[config.mk]
export PLATFORM = sky130hd
export DESIGN_NAME = dac_input_regs
export DESIGN_NICKNAME = d
export VERILOG_FILES = /design/src/rtl/dacfe_pkg.sv /design/src/rtl/strobe_rise.sv /design/src/rtl/first_rank.sv /design/src/rtl/dac_rank.sv /design/src/rtl/dac_input_regs.sv
export SDC_FILE = /design/constraint.sdc
export NUM_CORES = 1
export LEC_CHECK = 0
export BUFFER_PORTS_ARGS = -buffer_cell sky130_fd_sc_hd__buf_2
export CORE_MARGIN = 2
export CORE_UTILIZATION = 45
export CTS_CLUSTER_SIZE = 24
export DETAILED_ROUTE_END_ITERATION = 7
export HOLD_SLACK_MARGIN = 0.03
export PLACE_DENSITY = 0.73
export SETUP_SLACK_MARGIN = 0.15
export SYNTH_ARGS = -nofsm -noshare
export SYNTH_HDL_FRONTEND = slang
export SYNTH_SLANG_ARGS = --single-unit
export TNS_END_PERCENT = 20
[constraint.sdc]
create_clock -name clk -period 1.3 [get_ports clk]
set_input_delay 0.065 -clock clk [delete_from_list [all_inputs] [get_ports clk]]
set_output_delay 0.065 -clock clk [all_outputs]
set_load 0.03 [all_outputs]
[src/rtl/dacfe_pkg.sv]
package dacfe_pkg;
    localparam int unsigned CODE_W = 16;
    localparam int unsigned BYTE_W = CODE_W / 2;
    localparam int unsigned LANES  = CODE_W / BYTE_W;

    typedef logic [CODE_W-1:0] code_t;
    typedef logic [BYTE_W-1:0] byte_t;

    function automatic code_t zero_code(input logic bipolar);
        code_t z;
        z = '0;
        if (bipolar) z[CODE_W-1] = 1'b1;
        return z;
    endfunction
endpackage

[src/rtl/strobe_rise.sv]
module strobe_rise (
    input  logic clk,
    input  logic rst_n,
    input  logic strobe_i,
    output logic rise_o
);
    typedef struct packed {
        logic level;
    } edge_st_t;

    edge_st_t st_d, st_q;

    always_comb begin
        st_d       = st_q;
        st_d.level = strobe_i;
    end

    always_ff @(posedge clk or negedge rst_n) begin
        if (!rst_n) st_q <= '0;
        else        st_q <= st_d;
    end

    assign rise_o = strobe_i & ~st_q.level;
endmodule

[src/rtl/first_rank.sv]
module first_rank
    import dacfe_pkg::*;
(
    input  logic  clk,
    input  logic  rst_n,
    input  logic  rise_i,
    input  logic  byte_mode_i,
    input  logic  hi_en_i,
    input  logic  lo_en_i,
    input  byte_t bus_i,
    input  logic  ser_i,
    input  logic  clr_i,
    input  logic  bip_i,
    output code_t word_o
);
    typedef struct packed {
        code_t word;
    } lat_st_t;

    lat_st_t st_d, st_q;
    logic [LANES-1:0] lane_wr;

    assign lane_wr[LANES-1] = hi_en_i;
    assign lane_wr[0]       = lo_en_i;

    always_comb begin
        st_d = st_q;
        if (clr_i) begin
            st_d.word = zero_code(bip_i);
        end else if (rise_i) begin
            if (byte_mode_i) begin
                for (int ln = 0; ln < LANES; ln++) begin
                    if (lane_wr[ln]) st_d.word[ln*BYTE_W +: BYTE_W] = bus_i;
                end
            end else begin
                st_d.word = {st_q.word[CODE_W-2:0], ser_i};
            end
        end
    end

    always_ff @(posedge clk or negedge rst_n) begin
        if (!rst_n) st_q <= '0;
        else        st_q <= st_d;
    end

    assign word_o = st_q.word;

    p_no_edge_hold_r3: assert property (@(posedge clk) disable iff (!rst_n)
        (!rise_i && !clr_i) |=> $stable(word_o));

    p_hi_byte_r2: assert property (@(posedge clk) disable iff (!rst_n)
        (rise_i && byte_mode_i && hi_en_i && !clr_i)
        |=> word_o[CODE_W-1 -: BYTE_W] == $past(bus_i));

    p_serial_shift_r4: assert property (@(posedge clk) disable iff (!rst_n)
        (rise_i && !byte_mode_i && !clr_i)
        |=> word_o == {$past(word_o[CODE_W-2:0]), $past(ser_i)});

    p_clear_latch_r8: assert property (@(posedge clk) disable iff (!rst_n)
        clr_i |=> word_o == zero_code($past(bip_i)));
endmodule

[src/rtl/dac_rank.sv]
module dac_rank
    import dacfe_pkg::*;
(
    input  logic  clk,
    input  logic  rst_n,
    input  logic  xfer_i,
    input  logic  clr_i,
    input  logic  bip_i,
    input  code_t src_i,
    output code_t code_o
);
    typedef struct packed {
        code_t code;
    } dac_st_t;

    dac_st_t st_d, st_q;

    always_comb begin
        st_d = st_q;
        if (clr_i)       st_d.code = zero_code(bip_i);
        else if (xfer_i) st_d.code = src_i;
    end

    always_ff @(posedge clk or negedge rst_n) begin
        if (!rst_n) st_q <= '0;
        else        st_q <= st_d;
    end

    assign code_o = st_q.code;

    p_hold_idle_r6: assert property (@(posedge clk) disable iff (!rst_n)
        (!xfer_i && !clr_i) |=> $stable(code_o));

    p_track_latch_r5: assert property (@(posedge clk) disable iff (!rst_n)
        (xfer_i && !clr_i) |=> code_o == $past(src_i));

    p_clear_dac_r8: assert property (@(posedge clk) disable iff (!rst_n)
        clr_i |=> code_o == zero_code($past(bip_i)));
endmodule

[src/rtl/dac_input_regs.sv]
module dac_input_regs
    import dacfe_pkg::*;
(
    input  logic        clk,
    input  logic        rst_n,
    input  logic        cs_strobe,
    input  logic        byte_mode,
    input  logic [7:0]  data_bus,
    input  logic        ser_data,
    input  logic        hi_sel,
    input  logic        lo_sel,
    input  logic        load_en,
    input  logic        cal_req,
    input  logic        clr,
    input  logic        zero_bip,
    output logic [15:0] latch_word,
    output logic [15:0] dac_code
);
    logic  wr_rise;
    code_t lat_word;
    code_t dac_word;

    strobe_rise u_rise (
        .clk      (clk),
        .rst_n    (rst_n),
        .strobe_i (cs_strobe),
        .rise_o   (wr_rise)
    );

    first_rank u_lat (
        .clk         (clk),
        .rst_n       (rst_n),
        .rise_i      (wr_rise),
        .byte_mode_i (byte_mode),
        .hi_en_i     (hi_sel),
        .lo_en_i     (lo_sel),
        .bus_i       (data_bus),
        .ser_i       (ser_data),
        .clr_i       (clr),
        .bip_i       (zero_bip),
        .word_o      (lat_word)
    );

    dac_rank u_dac (
        .clk    (clk),
        .rst_n  (rst_n),
        .xfer_i (load_en | cal_req),
        .clr_i  (clr),
        .bip_i  (zero_bip),
        .src_i  (lat_word),
        .code_o (dac_word)
    );

    assign latch_word = lat_word;
    assign dac_code   = dac_word;

    p_cal_reload_r7: assert property (@(posedge clk) disable iff (!rst_n)
        (cal_req && !clr) |=> dac_code == $past(latch_word));
endmodule

==> run_results.csv, run 1 <==
group,metric,value,unit
status,status,"finished, final reports clean",
pwr,power_density,1080,nW/um2
drt,final_antenna_net_count,0,
sta,setup_viol,0,
drt,drc,0,
place,port_buffers,50,
logic_synthesis,yosys-top-cells-count,"dfrtp_1, mux2i_1, nand2_1, nand2b_1, o21ai_0",
setup_path,crit_end,"u_lat.word_o[6]",
floorplanning,start_util,0.4810,
setup_path,cp.required,1.52,ns
setup_path,worstReg2RegEnd,"u_lat.word_o[6]",
setup_path,startpoint_type,"flip-flop",
setup_path,cp_slowest_cell,"dfrtp_1",
sta,rsz0062_at_grt,"yes",
grt,grt_first_pass_wirelength,5844,um
logic_synthesis,syn-cell-area,1643,um2
logic_synthesis,synth_edf_count,0,
flow_run,cap_violations,0,
drt,post_drt_wl_per_cell,14.09,um
drt,top_layer,"met4",
logic_synthesis,synth_area_leader_cell,"dfrtp_1",
grt,grt.overflow.total,0,
sta,fin_crit_sh,0.9582,
layout,n_antenna_cell,0,
cts,htree_levels,2,
logic_synthesis,yosysMostFrequentCell,"dfrtp_1",
setup_path,crit_start,"u_rise.st_q",
setup_path,path_buf_inv,1,
cts,numClockSinks,33,
logic_synthesis,yosysUniqueCellTypes,22,
drt,firstDrtPassIters,4,
logic_synthesis,ys_ff_latch,33,
drt,wl_met2,1709,um
logic_synthesis,synthCells,149,
logic_synthesis,yosysWarnings,0,
grt,grt_pass1_vias,1232,
sta,final_hold_viol_count,0,
drt,totalWireLength,3564,um
setup_path,reg2reg_slack,0.05,ns
layout,area_growth,26.89,%
drt,vias,1293,
setup_path,max_stage_delay,0.42,ns
layout,fin_nets,225,
grt,antenna_found_initial,0,
sta,slew_headroom,0.8471,
sta,skew,0.009994,ns
cts,tritoncts,"built",
place,pre_cts_ws,0.07656,ns
floorplanning,core,3416,um2
setup_path,critPathKind,"flip-flop to flip-flop",
floorplanning,fp.dieW,64.42,um
pwr,peakVddDrop,543.9,uV
floorplanning,rows,21,
drt,detailedRoute.firstIterationViolations,44,
logic_synthesis,synth_area_per_cell,11.03,um2
floorplanning,die_h,64.42,um
logic_synthesis,ys_dominant_reg_cell,"dfrtp_1",
logic_synthesis,yosysSeqAreaShare,0.5027,
logic_synthesis,yosys-top-cells-area,"dfrtp_1, mux2i_1, nand2b_1, mux2_2, a211oi_2",
setup_path,critPathMaxFanout,8,
layout,n_fill_cell,305,
cts,clockBufferDepth,2,
drt,wl_met1,1617,um
place,place_inst,239,
place,place.gp.congestion,0.8032,
logic_synthesis,synthesis.nets,168,
cts,clock_latency,0.33,ns
sta,setup_tns,0,ns
setup_path,crit_arrival,1.46,ns
layout,final_layout_size_suffix_gt1_frac,0.4203,
pwr,leakagePower,1.057,nW
setup_path,rr_worst_depth,4,
setup_path,path_cells,"nor2b_4 > a21oi_4 > buf_12 > mux2_4",
sta,tightest_slew,0.2281,ns
cts,clk_pin_slew,0.11,ns
setup_path,cp-end-kind,"flip-flop",
logic_synthesis,synth_async_sr_flop_share,1.000,
logic_synthesis,synth_top_cell_area_share,0.5027,
grt,grt_max_degree,34,
drt,viasPerCell,5.111,
floorplanning,io_pins,51,
sta,layout_min_cycle_time,1.246,ns
cts,cts-root-buf,"clkbuf_4",
layout,instances_no_fill,253,
grt,grt_util_all_layers,0.1856,
pwr,finalPower,2.251,mW
sta,clock.fmax,0.8028,GHz
floorplanning,die-area,4150,um2
setup_path,crit_family,"flip-flops",
cts,cts_buffers,5,
setup_path,r2r_start,"u_rise.st_q",
place,hpwl,2556,um
sta,layout_setup_ws,0.05434,ns
drt,wl_met3,165,um
setup_path,critical_path_depth,4,
worst_hold_path,hold_class,"primary input to flip-flop",
sta,slew_violations,0,
==> metrics by stage <==
stage | hold WS, ns | instance area (um2) | utilization
final | 0.1203 | 2085 | 0.6103
after global routing | 0.1240 | 2085 | 0.6103
after CTS | 0.1134 | 2038 | 0.5967
after detailed placement | 0.03410 | 1952 | 0.5714
after global placement | 0.02827 | 1952 | 0.5714
after floorplan | -0.2306 | 1648 | -
==> power by group <==
group	leakage [nW]	internal, mW	switching, mW
combinational	0.584	0.214	0.330
clock	0.0320	0.206	0.342
sequential	0.440	1.10	0.0626
total	1.06	1.52	0.735
==> worst min path at each step <==
stage	depth (start not counted)	end	from	slack, ns
detailed placement	2	u_rise.st_q	rst_n	0.03
finish	4	u_lat.word_o[0]	ser_data	0.12
CTS	4	u_lat.word_o[0]	ser_data	0.11
global placement	2	u_lat.word_o[15]	rst_n	0.03
global route	4	u_lat.word_o[0]	ser_data	0.12
floorplan	0	u_dac.code_o[0]	rst_n	-0.23
==> sequential cells by signal (all words and copies together) (netlist names) <==
signal and count:
u_lat.word_o 16, u_rise.st_q 1, u_dac.code_o 16
==> per-layer routing <==
layer / GRT usage / vias up
met5: 0 / -
met4: 0.07181 / 0
li1: - / 630
met1: 0.2411 / 620
met2: 0.2956 / 34
met3: 0.05208 / 9
==> worst reg2reg max path, stage by stage (launching register included) <==
cell,delay [ns]
dfrtp_1,0.42
nor2b_4,0.20
a21oi_4,0.09
buf_12,0.14
mux2_4,0.29
==> cells in the final DEF (no fill, tap or decap), types with 2 or more instances in the layout <==
cell	count
mux2_2	5
mux2_4	3
nand2_1	17
a21oi_1	8
buf_12	4
buf_4	5
clkbuf_4	5
buf_2	50
nor2_1	8
dfrtp_1	33
clkinv_2	2
o21ai_1	2
mux2i_1	17
nand2b_1	15
o21ai_0	14
a211oi_2	7
dlygate4sd3_1	3
==> logic make-up (layout without fill, tap and decap cells) <==
group / after synthesis / after routing / share of synthesized area
AOI/OAI and AO/OA: 33 / 33 / 0.1409
DFF: 33 / 33 / 0.5027
buffers and inverters: 12 / 70 / 0.05102
and+or+nand+nor: 46 / 46 / 0.1470
muxes: 25 / 25 / 0.1584
==> final cells by class <==
type                       count  area, um2  share of cell area
clock buffer                   6      41.29             0.01981
sequential                    33      825.8              0.3962
multi-input combinational    104      752.0              0.3607
timing repair buffer          62      397.9              0.1909
tap                           46      57.56             0.02761
clock inverter                 2      10.01            0.004802
==> what timing repair did <==
action	CTS	global route
buffers inserted	0	3
hold buffers	3	0
pin swaps	0	1
setup endpoints to repair	14	14
hold endpoints to repair	35	0
resized for setup	1	3
No activity file was read; power rests on OpenSTA's default activity.
==> run 2: changes to the inputs <==
Clock period 1.3 ns to 1.6 ns, I/O delays scaled along.
==> run_results.csv, run 2 (same netlist as run 1, synthesis figures left out) <==
group,metric,value,unit
setup_path,critPathKind,"primary input to flip-flop",
setup_path,path_cells,"dlygate4sd3_1 > buf_2 > nor2b_1 > a21oi_4 > mux2_2",
drt,viasPerCell,5.000,
drt,firstDrtPassIters,4,
grt,grt_first_pass_wirelength,5754,um
cts,cts_setup_buffers,0,
sta,skew,0.01073,ns
cts,clockBufferDepth,2,
cts,tritoncts,"built",
grt,grt_util_all_layers,0.1829,
place,post_dp_cell_area,1904,um2
pwr,peakVddDrop,410.1,uV
pwr,leakagePower,1.007,nW
cts,clk_pin_slew,0.10,ns
worst_hold_path,hold_class,"primary input to flip-flop",
layout,final_util,0.5824,
layout,fin_nets,221,
sta,rsz0062_at_grt,"no",
floorplanning,core,3416,um2
setup_path,critPathMaxFanout,8,
sta,setup_viol,0,
sta,slew_headroom,0.5371,
drt,drc,0,
setup_path,reg2reg_slack,0.36,ns
floorplanning,rows,21,
grt,grt_pass1_vias,1185,
setup_path,rr_worst_depth,4,
setup_path,crit_arrival,1.59,ns
layout,n_antenna_cell,0,
drt,vias,1240,
status,status,"finished, final reports clean",
sta,slew_violations,0,
floorplanning,die-area,4150,um2
setup_path,cp-end-kind,"flip-flop",
setup_path,cp_slowest_cell,"dlygate4sd3_1",
setup_path,crit_start,"cs_strobe",
place,port_buffers,50,
setup_path,crit_end,"u_lat.word_o[7]",
setup_path,worstReg2RegEnd,"u_lat.word_o[14]",
sta,setup_tns,0,ns
drt,post_drt_wl_per_cell,13.81,um
sta,layout_min_cycle_time,1.385,ns
drt,totalWireLength,3426,um
floorplanning,io_pins,51,
floorplanning,fp.dieW,64.42,um
drt,detailedRoute.firstIterationViolations,100,
cts,clock_latency,0.33,ns
setup_path,startpoint_type,"primary input",
layout,stdcell_area,1989,um2
sta,final_hold_viol_count,0,
pwr,power_density,908.9,nW/um2
layout,area_growth,21.10,%
setup_path,r2r_start,"u_rise.st_q",
sta,fin_crit_sh,0.8653,
cts,cts_buffers,5,
sta,tightest_slew,0.6943,ns
cts,numClockSinks,33,
place,place.gp.congestion,0.7834,
floorplanning,start_util,0.4810,
grt,grt.overflow.total,0,
cts,htree_levels,2,
layout,layout_common_cells,"buf_2, dfrtp_1, mux2i_1, nand2_1, nand2b_1",
grt,grt_max_degree,34,
place,hpwl,2565,um
cts,cts_resized,0,
cts,ctsHoldBuffers,3,
layout,final_common_cell,"buf_2",
place,pre_cts_ws,0.3768,ns
grt,antenna_found_initial,0,
floorplanning,die_h,64.42,um
drt,final_antenna_net_count,0,
sta,clock.fmax,0.7223,GHz
cts,cts-root-buf,"clkbuf_4",
layout,final_layout_size_suffix_gt1_frac,0.4010,
setup_path,max_stage_delay,0.53,ns
flow_run,cap_violations,0,
sta,whs,0.1311,ns
setup_path,cp.required,1.81,ns
sta,layout_setup_ws,0.2155,ns
run 2: final cells by class:
type / count / area [um2]
Clock buffer: 7 / 55.05
Fill cell: 312 / 1426
Multi-Input combinational cell: 104 / 733.2
Sequential cell: 33 / 825.8
Tap cell: 46 / 57.56
Timing Repair Buffer: 58 / 317.8
run 2: power by group:
group,switching (mW),internal (mW),total [mW],leakage [nW]
registers,0.0496,0.891,0.941,0.440
logic,0.261,0.147,0.408,0.535
clock network,0.252,0.207,0.459,0.0314
run 2: worst min path at each step:
| stage | to | cells after the start | startpoint |
|---|---|---|---|
| global route | u_lat.word_o[0] | 4 | ser_data |
| finish | u_lat.word_o[12] | 3 | data_bus[4] |
| detailed placement | u_lat.word_o[1] | 1 | rst_n |
| global placement | u_lat.word_o[0] | 1 | rst_n |
| CTS | u_lat.word_o[12] | 3 | data_bus[4] |
| floorplan | u_dac.code_o[0] | 0 | rst_n |
run 2: critical path: cells and delay by family:
kind,cells,cell delay (ns)
muxes,1,0.38
and+or+nand+nor,1,0.16
AOI/OAI and AO/OA,1,0.32
buffers and inverters,2,0.65
run 2: through the flow:
| step | power, mW | instances |
|---|---|---|
| 2_1_floorplan | 1.231 | 149 |
| 3_3_place_gp | 1.353 | 238 |
| 3_5_place_dp | 1.363 | 238 |
| 4_1_cts | 1.823 | 248 |
| 5_1_grt | 1.894 | 248 |
| 6_report | 1.808 | 248 |
run 2: layer usage:
| layer | track usage | share of wire | wire, um |
|---|---|---|---|
| met3 | 0.05035 | 0.047 | 162 |
| met5 | 0 | 0 | 0 |
| met2 | 0.2852 | 0.48 | 1641 |
| met1 | 0.2503 | 0.46 | 1579 |
| met4 | 0.05585 | 0.012 | 42 |
